[src/rtl/serctl_pkg.sv]
package serctl_pkg;

  localparam int ADDR_W = 3;

  typedef enum logic [ADDR_W-1:0] {
    A_CTRL1  = 3'd0,
    A_CTRL2  = 3'd1,
    A_RATE   = 3'd2,
    A_DATA   = 3'd3,
    A_STAT   = 3'd4,
    A_CPB_HI = 3'd5,
    A_CPB_LO = 3'd6
  } reg_addr_e;

  // Order matches status register bits 7..1
  typedef struct packed {
    logic tx_empty;
    logic tx_cmpl;
    logic rx_full;
    logic idle;
    logic overrun;
    logic noise;
    logic frame;
  } stat_t;

endpackage

[src/rtl/serctl_rst_sync.sv]
module serctl_rst_sync #(
  parameter int STAGES = 2
) (
  input  logic clk,
  input  logic rst_in_n,
  output logic rst_out_n
);
  logic [STAGES-1:0] sync_q;

  always_ff @(posedge clk or negedge rst_in_n) begin
    if (!rst_in_n) sync_q <= '0;
    else           sync_q <= {sync_q[STAGES-2:0], 1'b1};
  end

  assign rst_out_n = sync_q[STAGES-1];
endmodule

[src/rtl/serctl_rate_map.sv]
module serctl_rate_map #(
  parameter int CPB_W      = 16,
  parameter int OVERSAMPLE = 16
) (
  input  logic [1:0]       presc_sel,
  input  logic [2:0]       rate_exp,
  output logic [CPB_W-1:0] cpb
);
  logic [CPB_W-1:0] base;

  always_comb begin
    case (presc_sel)
      2'd0:    base = CPB_W'(OVERSAMPLE);
      2'd1:    base = CPB_W'(OVERSAMPLE * 3);
      2'd2:    base = CPB_W'(OVERSAMPLE * 4);
      default: base = CPB_W'(OVERSAMPLE * 13);
    endcase
    cpb = base << rate_exp;
  end
endmodule

[src/rtl/serctl_status.sv]
module serctl_status
  import serctl_pkg::*;
#(
  parameter int DATA_W = 8
) (
  input  logic            clk,
  input  logic            rst_n,
  input  logic            data_wr,
  input  logic            data_rd,
  input  logic            stat_rd,
  input  logic            tx_take,
  input  logic            tx_done,
  input  logic            rx_done,
  input  logic [DATA_W:0] rx_word,
  input  logic            rx_frame_err,
  input  logic            rx_noise,
  input  logic            line_idle,
  output stat_t           flags,
  output logic [DATA_W:0] rx_hold
);
  stat_t            flags_d;
  logic [DATA_W:0]  hold_d;
  logic             hold_en;

  always_comb begin
    flags_d = flags;
    hold_en = 1'b0;
    // transmit side: a new write wins over a take in the same cycle
    if (data_wr) begin
      flags_d.tx_empty = 1'b0;
      flags_d.tx_cmpl  = 1'b0;
    end else begin
      if (tx_take) flags_d.tx_empty = 1'b1;
      if (tx_done) flags_d.tx_cmpl  = 1'b1;
    end
    // receive side: read clears first, arrival may refill
    if (data_rd) begin
      flags_d.rx_full = 1'b0;
      flags_d.noise   = 1'b0;
      flags_d.frame   = 1'b0;
    end
    if (stat_rd) begin
      flags_d.overrun = 1'b0;
      flags_d.idle    = 1'b0;
    end
    if (rx_done) begin
      if (flags.rx_full && !data_rd) begin
        flags_d.overrun = 1'b1;
      end else begin
        hold_en         = 1'b1;
        flags_d.rx_full = 1'b1;
        flags_d.noise   = rx_noise;
        flags_d.frame   = rx_frame_err;
      end
    end
    if (line_idle) flags_d.idle = 1'b1;
    hold_d = rx_word;
  end

  always_ff @(posedge clk or negedge rst_n) begin
    if (!rst_n) begin
      flags <= '{tx_empty: 1'b1, tx_cmpl: 1'b1, default: 1'b0};
    end else begin
      flags <= flags_d;
    end
  end

  always_ff @(posedge clk or negedge rst_n) begin
    if (!rst_n)       rx_hold <= '0;
    else if (hold_en) rx_hold <= hold_d;
  end
endmodule

[src/rtl/serctl_irq.sv]
module serctl_irq
  import serctl_pkg::*;
(
  input  logic       clk,
  input  logic       rst_n,
  input  logic [3:0] irq_en,
  input  stat_t      flags,
  output logic       irq
);
  logic irq_d;

  always_comb begin
    irq_d = (irq_en[3] & flags.tx_empty)
          | (irq_en[2] & flags.tx_cmpl)
          | (irq_en[1] & (flags.rx_full | flags.overrun))
          | (irq_en[0] & flags.idle);
  end

  always_ff @(posedge clk or negedge rst_n) begin
    if (!rst_n) irq <= 1'b0;
    else        irq <= irq_d;
  end
endmodule

[src/rtl/serctl_regs.sv]
module serctl_regs
  import serctl_pkg::*;
#(
  parameter int DATA_W     = 8,
  parameter int CPB_W      = 16,
  parameter int OVERSAMPLE = 16
) (
  input  logic              clk,
  input  logic              rst_n,
  input  logic              bus_sel,
  input  logic              bus_wr,
  input  logic [ADDR_W-1:0] bus_addr,
  input  logic [DATA_W-1:0] bus_wdata,
  output logic [DATA_W-1:0] bus_rdata,
  input  logic              tx_take,
  input  logic              tx_done,
  output logic [DATA_W:0]   tx_word,
  output logic              tx_pending,
  input  logic              rx_done,
  input  logic [DATA_W:0]   rx_word,
  input  logic              rx_frame_err,
  input  logic              rx_noise,
  input  logic              line_idle,
  output logic              tx_en,
  output logic              rx_en,
  output logic              rx_wakeup,
  output logic              send_break,
  output logic              word9,
  output logic              wake_addr,
  output logic [CPB_W-1:0]  clks_per_bit,
  output logic              irq
);
  localparam int HALF_W = CPB_W / 2;

  logic rst_q_n;
  logic wr_hit, rd_hit;
  logic data_wr, data_rd, stat_rd;

  logic [2:0]          c1_q, c1_d;       // {t8, mode, wake}
  logic [DATA_W-1:0]   c2_q, c2_d;
  logic [1:0]          presc_q, presc_d;
  logic [2:0]          rate_q, rate_d;
  logic [CPB_W-1:0]    cpb_q, cpb_d, cpb_map;
  logic [DATA_W:0]     hold_q, hold_d;
  logic [DATA_W-1:0]   rd_mux;
  stat_t               flags;
  logic [DATA_W:0]     rx_hold;

  serctl_rst_sync #(.STAGES(2)) u_rst (
    .clk(clk), .rst_in_n(rst_n), .rst_out_n(rst_q_n)
  );

  assign wr_hit  = bus_sel &  bus_wr;
  assign rd_hit  = bus_sel & ~bus_wr;
  assign data_wr = wr_hit & (bus_addr == A_DATA);
  assign data_rd = rd_hit & (bus_addr == A_DATA);
  assign stat_rd = rd_hit & (bus_addr == A_STAT);

  serctl_rate_map #(.CPB_W(CPB_W), .OVERSAMPLE(OVERSAMPLE)) u_map (
    .presc_sel(bus_wdata[5:4]),
    .rate_exp (bus_wdata[2:0]),
    .cpb      (cpb_map)
  );

  serctl_status #(.DATA_W(DATA_W)) u_stat (
    .clk(clk), .rst_n(rst_q_n),
    .data_wr(data_wr), .data_rd(data_rd), .stat_rd(stat_rd),
    .tx_take(tx_take), .tx_done(tx_done),
    .rx_done(rx_done), .rx_word(rx_word),
    .rx_frame_err(rx_frame_err), .rx_noise(rx_noise),
    .line_idle(line_idle),
    .flags(flags), .rx_hold(rx_hold)
  );

  serctl_irq u_irq (
    .clk(clk), .rst_n(rst_q_n),
    .irq_en(c2_q[7:4]), .flags(flags), .irq(irq)
  );

  // next-state of the writable registers
  always_comb begin
    c1_d    = c1_q;
    c2_d    = c2_q;
    presc_d = presc_q;
    rate_d  = rate_q;
    cpb_d   = cpb_q;
    hold_d  = hold_q;
    if (wr_hit) begin
      case (bus_addr)
        A_CTRL1:  c1_d = bus_wdata[2:0];
        A_CTRL2:  c2_d = bus_wdata;
        A_RATE: begin
          presc_d = bus_wdata[5:4];
          rate_d  = bus_wdata[2:0];
          cpb_d   = cpb_map;
        end
        A_DATA:   hold_d = {c1_q[2], bus_wdata};
        A_CPB_HI: cpb_d[CPB_W-1:HALF_W] = bus_wdata[HALF_W-1:0];
        A_CPB_LO: cpb_d[HALF_W-1:0]     = bus_wdata[HALF_W-1:0];
        default: ;
      endcase
    end
  end

  always_ff @(posedge clk or negedge rst_q_n) begin
    if (!rst_q_n) begin
      c1_q    <= '0;
      c2_q    <= '0;
      presc_q <= '0;
      rate_q  <= '0;
      cpb_q   <= CPB_W'(OVERSAMPLE);
      hold_q  <= '0;
    end else if (wr_hit) begin
      c1_q    <= c1_d;
      c2_q    <= c2_d;
      presc_q <= presc_d;
      rate_q  <= rate_d;
      cpb_q   <= cpb_d;
      hold_q  <= hold_d;
    end
  end

  // read path
  always_comb begin
    case (bus_addr)
      A_CTRL1:  rd_mux = {rx_hold[DATA_W], 4'b0000, c1_q};
      A_CTRL2:  rd_mux = c2_q;
      A_RATE:   rd_mux = {2'b00, presc_q, 1'b0, rate_q};
      A_DATA:   rd_mux = rx_hold[DATA_W-1:0];
      A_STAT:   rd_mux = {flags, 1'b0};
      A_CPB_HI: rd_mux = cpb_q[CPB_W-1:HALF_W];
      A_CPB_LO: rd_mux = cpb_q[HALF_W-1:0];
      default:  rd_mux = '0;
    endcase
  end

  always_ff @(posedge clk or negedge rst_q_n) begin
    if (!rst_q_n)    bus_rdata <= '0;
    else if (rd_hit) bus_rdata <= rd_mux;
  end

  assign tx_word      = hold_q;
  assign tx_pending   = ~flags.tx_empty;
  assign tx_en        = c2_q[3];
  assign rx_en        = c2_q[2];
  assign rx_wakeup    = c2_q[1];
  assign send_break   = c2_q[0];
  assign word9        = c1_q[1];
  assign wake_addr    = c1_q[0];
  assign clks_per_bit = cpb_q;
endmodule

[config.mk]
export PLATFORM = sky130hd
export DESIGN_NAME = serctl_regs
export DESIGN_NICKNAME = d
export VERILOG_FILES = /design/src/rtl/serctl_pkg.sv /design/src/rtl/serctl_rst_sync.sv /design/src/rtl/serctl_rate_map.sv /design/src/rtl/serctl_status.sv /design/src/rtl/serctl_irq.sv /design/src/rtl/serctl_regs.sv
export SDC_FILE = /design/constraint.sdc
export NUM_CORES = 1
export LEC_CHECK = 0
export CORE_MARGIN = 5
export CORE_UTILIZATION = 57
export CTS_CLUSTER_DIAMETER = 40
export DETAILED_ROUTE_END_ITERATION = 6
export DONT_BUFFER_PORTS = 1
export GPL_TIMING_DRIVEN = 0
export PLACE_DENSITY = 0.87
export SLEW_MARGIN = 20
export SYNTH_ARGS = -nofsm -noshare
export SYNTH_HDL_FRONTEND = slang
export SYNTH_SLANG_ARGS = --single-unit
export TNS_END_PERCENT = 20
[constraint.sdc]
create_clock -name clk -period 2.05 [get_ports clk]
set_input_delay 0.1025 -clock clk [delete_from_list [all_inputs] [get_ports clk]]
set_output_delay 0.1025 -clock clk [all_outputs]
set_load 0.01 [all_outputs]
-- Word level (Yosys, flattened, before mapping)
Cells that the tools add are included.
- register bits after elaboration: 68
- equality and inequality tests: 8
- shift operators: 1
- multiplexer cells: 18
- bitwise gates (word level): 15
- reduce and logical (&&, ||, !) cells: 15
- operators by type and width (cell ; number):
    case mux 8 bit (7 select lines) ; 1
    case mux 8 bit (2 select lines) ; 2
    case mux 8 bit (3 select lines) ; 1
    left shift 8 x 3 -> 16 bit ; 1
    AND reduction 2 bit ; 6
    nonzero test 2 bit ; 5
    AND 1 bit ; 9
    == test 3 bit (second input constant) ; 3
    two-way mux 1 bit ; 9
    two-way mux 2 bit ; 4
    == test 3 x 2 -> 1 bit (second input constant) ; 2
    bitwise OR 1 bit ; 4
    == test 3 x 1 -> 1 bit (second input constant) ; 1
    zero test 3 bit ; 1
    two-way mux 3 bit ; 1
    == test 2 x 1 -> 1 bit (second input constant) ; 1
    == test 2 bit (second input constant) ; 1
    zero test 2 bit ; 1
    NOT 1 bit ; 2
    logical AND 1 bit ; 1
    zero test 1 bit ; 1

-- Longest topological paths before layout
- word-level depth: 7
- mapped depth: 7

-- Modules after synthesis
From an unflattened synthesis, not the netlist that was laid out.
- cells, all modules: 303
- area, all modules: 3445.8 µm²
- by module, submodules not included (module ; instances ; cells an instance ; area each (µm²)):
    serctl_regs ; 1 ; 214 ; 2474.9
    serctl_status ; 1 ; 40 ; 600.6
    serctl_rate_map ; 1 ; 42 ; 272.8
    serctl_rst_sync ; 1 ; 3 ; 53.8
    serctl_irq ; 1 ; 4 ; 43.8

-- Worst setup path before layout
OpenSTA, ideal clock, no wires.
- path kind: input to register
- start point: in bus_addr[0]
- end point: reg c1_q[0]
- setup time: 0.125 ns
- arrival time: 1.183 ns
- data required time: 1.925 ns
- setup slack: 0.742 ns
- stages on the path: 4
- buffers on the path: 2
- path through: buf_6 -> buf_6 -> or4_4 -> mux2_4
- longest elaborated chain between the ends: 2
- RTL lines (element ; RTL line ; RTL):
    start: declaration ; serctl_regs.sv:12 ; input logic [ADDR_W-1:0] bus_addr,
    zero test 3 bit ; serctl_regs.sv:89 ; case (bus_addr)
    AND reduction 2 bit (no source line) ; - ;
    end signal: assignment ; serctl_regs.sv:107 ; c1_q <= '0;
    end signal: assignment ; serctl_regs.sv:114 ; c1_q <= c1_d;
    end: declaration ; serctl_regs.sv:39 ; logic [2:0] c1_q, c1_d;
Every way passes these cells.
A chain may end at the register's enable or synchronous reset.

-- Worst setup path in the final report
- start point: reg c2_q[1]
- end point: reg bus_rdata[1]
- longest elaborated chain between the ends: 1
- RTL lines (element ; RTL line ; RTL):
    start: declaration ; serctl_regs.sv:40 ; logic [DATA_W-1:0] c2_q, c2_d;
    start signal: assignment ; serctl_regs.sv:108 ; c2_q <= '0;
    start signal: assignment ; serctl_regs.sv:115 ; c2_q <= c2_d;
    case mux 8 bit (7 select lines) ; serctl_regs.sv:125 ; case (bus_addr)
    end signal: assignment ; serctl_regs.sv:139 ; else if (rd_hit) bus_rdata <= rd_mux;
    end: declaration ; serctl_regs.sv:14 ; output logic [DATA_W-1:0] bus_rdata,
Every way passes these cells.

==> impl_metrics.tcl <==
set metrics [dict create \
    run_status "complete, no violations" \
    leading_cell_type_by_number_of_instances_after_synthesis "sky130_fd_sc_hd__dfrtp_1" \
    final-max-slew-violation-count 0 \
    final_net_count 365 \
    global_route_wire_length_before_repair_um 14700 \
    worst_setup_path_startpoint "c2_q[1]" \
    floorplan.rows 27 \
    timing_worst_slew_pin_value_ns 0.589 \
    antenna_violations_before_repair 0 \
    design.die.area_sq_mm 0.00748 \
    synth_top_cells_by_count "sky130_fd_sc_hd__dfrtp_1 (65), sky130_fd_sc_hd__nand2_1 (31), sky130_fd_sc_hd__mux2_2 (21), sky130_fd_sc_hd__o21ai_0 (21), sky130_fd_sc_hd__nor2_1 (18)" \
    cts_buffers 9 \
    post_synthesis_instance_total 298 \
    final_hold_viol_count 0 \
    n_fill_cell 409 \
    final-setup-viol-count 0 \
    end_kind "flip-flop" \
    leakage_power_figure_nw 1.69 \
    place.port_buffers 0 \
    hpwl_um 6320 \
    fraction_of_synthesis_flops_using_an_asynchronous_set_or_reset_pin_pct 100 \
    finalSetupTns_ns 0 \
    reg2reg_from "c2_q[1]" \
    area.sequential_sq_mm 0.00171 \
    number_of_synthesized_flops_with_an_enable_pin 0 \
    core_region_area_sq_mm 0.00561 \
    min_period_ns 1.56 \
    skew_ns 0.0105 \
    fmaxAchievable_ghz 0.639 \
    reg2reg_setup_slack_ns 0.49 \
    effective_utilization_at_floorplan_pct 59.5 \
    routed_via_density 6.61 \
    multiInputGateArea_sq_mm 0.00151 \
    syn2layout_area_growth_pct 17.8 \
    detail_route.wirelength_um 9240 \
    hold_path_class "input port to flip-flop" \
    syn_avg_cell_area_sq_um 11.2 \
    clkSlewWorstSetupHoldPaths_ns 0.09 \
    synthesis.area_sq_mm 0.00333 \
    vdd.ir_drop.worst_mv 0.595 \
    dominantRegCellSynth "sky130_fd_sc_hd__dfrtp_1" \
    route.vias.total 2724 \
    type_of_the_worst_setup_path "flip-flop to flip-flop" \
    cp.required_ns 2.29 \
    yosys.cell_types.count 63 \
    critPathArrivalTime_ns 1.81 \
    synth_top_area_share_pct 48.8 \
    first_pass_iters 5 \
    synth_warnings 0 \
    preCtsSetupSlack_ns 0.553 \
    final.setup.worst_slack_ns 0.485 \
    clk_latency_ns 0.36 \
    path_max_fanout 3 \
    drive_gt1_share_pct 19.7 \
    seq_area_frac_synth_pct 51.1 \
    post_synth_main_area_contributors "sky130_fd_sc_hd__dfrtp_1 (49%), sky130_fd_sc_hd__mux2_2 (7.1%), sky130_fd_sc_hd__mux2_1 (4.7%)" \
    worstSetupEndpoint "bus_rdata[1]" \
    design.portCount 71 \
    antennaDiodeCount 0 \
    cts_htree_levels 3 \
    groute.usage.overall_pct 26.2 \
    number_of_flip_flops_and_latches_in_the_synthesized_netlist 68 \
    globalplace.congestion 0.890 \
    grt_start_max_net_pins 38 \
    die_height_um 86.5 \
    timing.reg2reg.worst_path_depth 4 \
    synth_top_cell_by_area "sky130_fd_sc_hd__dfrtp_1" \
    fp.dieW_um 86.5 \
    first_global_vias 2713 \
    globalRouteOverflowTotal 0 \
    worst_hold_slack_ns 0.0106 \
    cts-root-to-sink-buffers 2 \
    clock_tree_from_tritoncts "yes" \
    rsz_0062_raised_after_global_routing "false" \
    clock_sinks 68 \
    syn-num-nets 328 \
    final_routed_drc_violation_total 0 \
    routed_wl_per_cell_um 22.4 \
    finalCritPeriodShare_pct 76.3 \
    first_iter_violations 390 \
    ant_nets 0 \
    maxCapViolations 0 \
    worstReg2RegEnd "bus_rdata[1]" \
    relSlewSlack_pct 60.7 \
    power-per-cell-area_mw_per_mm2 983 \
    setup.worst_path.start_class "flip-flop" \
    clock-root-buffer "sky130_fd_sc_hd__clkbuf_8" \
]
-- metal layers --
layer / wire length [um] / global-route usage [%]
met1: 3590 / 33.1
met2: 4330 / 41.0
met3: 998 / 9.13
met4: 322 / 11.0
met5: 0 / 0
-- per-stage QoR --
| step | util (%) | instances | total power [W] | cell area [sq um] |
|---|---|---|---|---|
| finish | 70.1 | 412 | 0.00386 | 3930 |
| global route | 70.1 | 412 | 0.00403 | 3930 |
| CTS | 70.1 | 412 | 0.00385 | 3930 |
| detailed placement | 61.5 | 371 | 0.00253 | 3450 |
| global placement | 61.1 | 370 | 0.00248 | 3420 |
| floorplan | - | 298 | 0.00231 | 3330 |
-- worst min-delay path by stage --
stage                  from              end  cells after the start
global placement      rst_n  u_rst.sync_q[1]                      0
CTS                 bus_sel  clks_per_bit[2]                      2
finish              bus_sel  clks_per_bit[0]                      2
global route        bus_sel  clks_per_bit[0]                      2
floorplan             rst_n  u_rst.sync_q[0]                      0
detailed placement    rst_n  u_rst.sync_q[0]                      0
-- report_power, final --
| group | internal, W | switching [W] | total [W] |
|---|---|---|---|
| Sequential | 0.00162 | 0.000339 | 0.00196 |
| Clock | 0.000706 | 0.000583 | 0.00129 |
| Combinational | 0.000323 | 0.000290 | 0.000613 |
-- state kept, by name, summed over array words and instances (netlist names) --
register        count
presc_q             2
c2_q                8
c1_q                3
tx_word             9
u_stat.flags        7
u_rst.sync_q        2
u_stat.rx_hold      9
bus_rdata           8
u_irq.irq           1
rate_q              3
clks_per_bit       16
-- layout make-up --
cell class                 count  area share, %
sequential                    68           43.5
multi-input combinational    206           38.4
timing repair buffer          26           6.88
clock buffer                   9           3.15
clock inverter                 7           2.71
buffer                        20           2.68
tap                           72           2.29
inverter                       4          0.382
-- cell usage in the layout (no fill, tap or decap), drive strengths merged, types with 3 or more instances in the layout --
master / n
clkbuf: 18
nor3: 3
a211oi: 5
a22oi: 5
a21o: 4
dfrtp: 65
nand2b: 3
o31ai: 3
o22ai: 3
buf: 12
inv: 7
nor2: 19
a22o: 3
nor2b: 4
a21oi: 9
dfstp: 3
dlygate4sd3: 25
nand2: 32
a31oi: 4
nand3: 5
nand3b: 3
o21ai: 24
mux2i: 6
mux2: 38
-- cell families (layout without fill, tap and decap cells) --
logic type             count (synthesis)  after routing  share of synthesized area [%]
AND/OR/NAND/NOR                       83             83                           13.4
other                                  1              1                          0.112
AO/OA/AOI/OAI                         76             76                           15.4
flip-flops                            68             68                           51.1
multiplexers                          46             46                           16.3
buffers and inverters                 24             66                           3.60
-- repair_timing --
item	4_1_cts	5_1_grt
hold buffers	25	0
resized for setup	0	0
hold endpoints to repair	34	0
buffers inserted	0	0
-- worst max-delay path, stage by stage, from the launching register on --
cell                       delay [ns]
sky130_fd_sc_hd__dfrtp_1         0.44
sky130_fd_sc_hd__mux2_2          0.30
sky130_fd_sc_hd__a211oi_1        0.33
sky130_fd_sc_hd__o21ai_0         0.16
sky130_fd_sc_hd__a22o_1          0.21
Note: power is estimated with default switching activity, not from simulation.
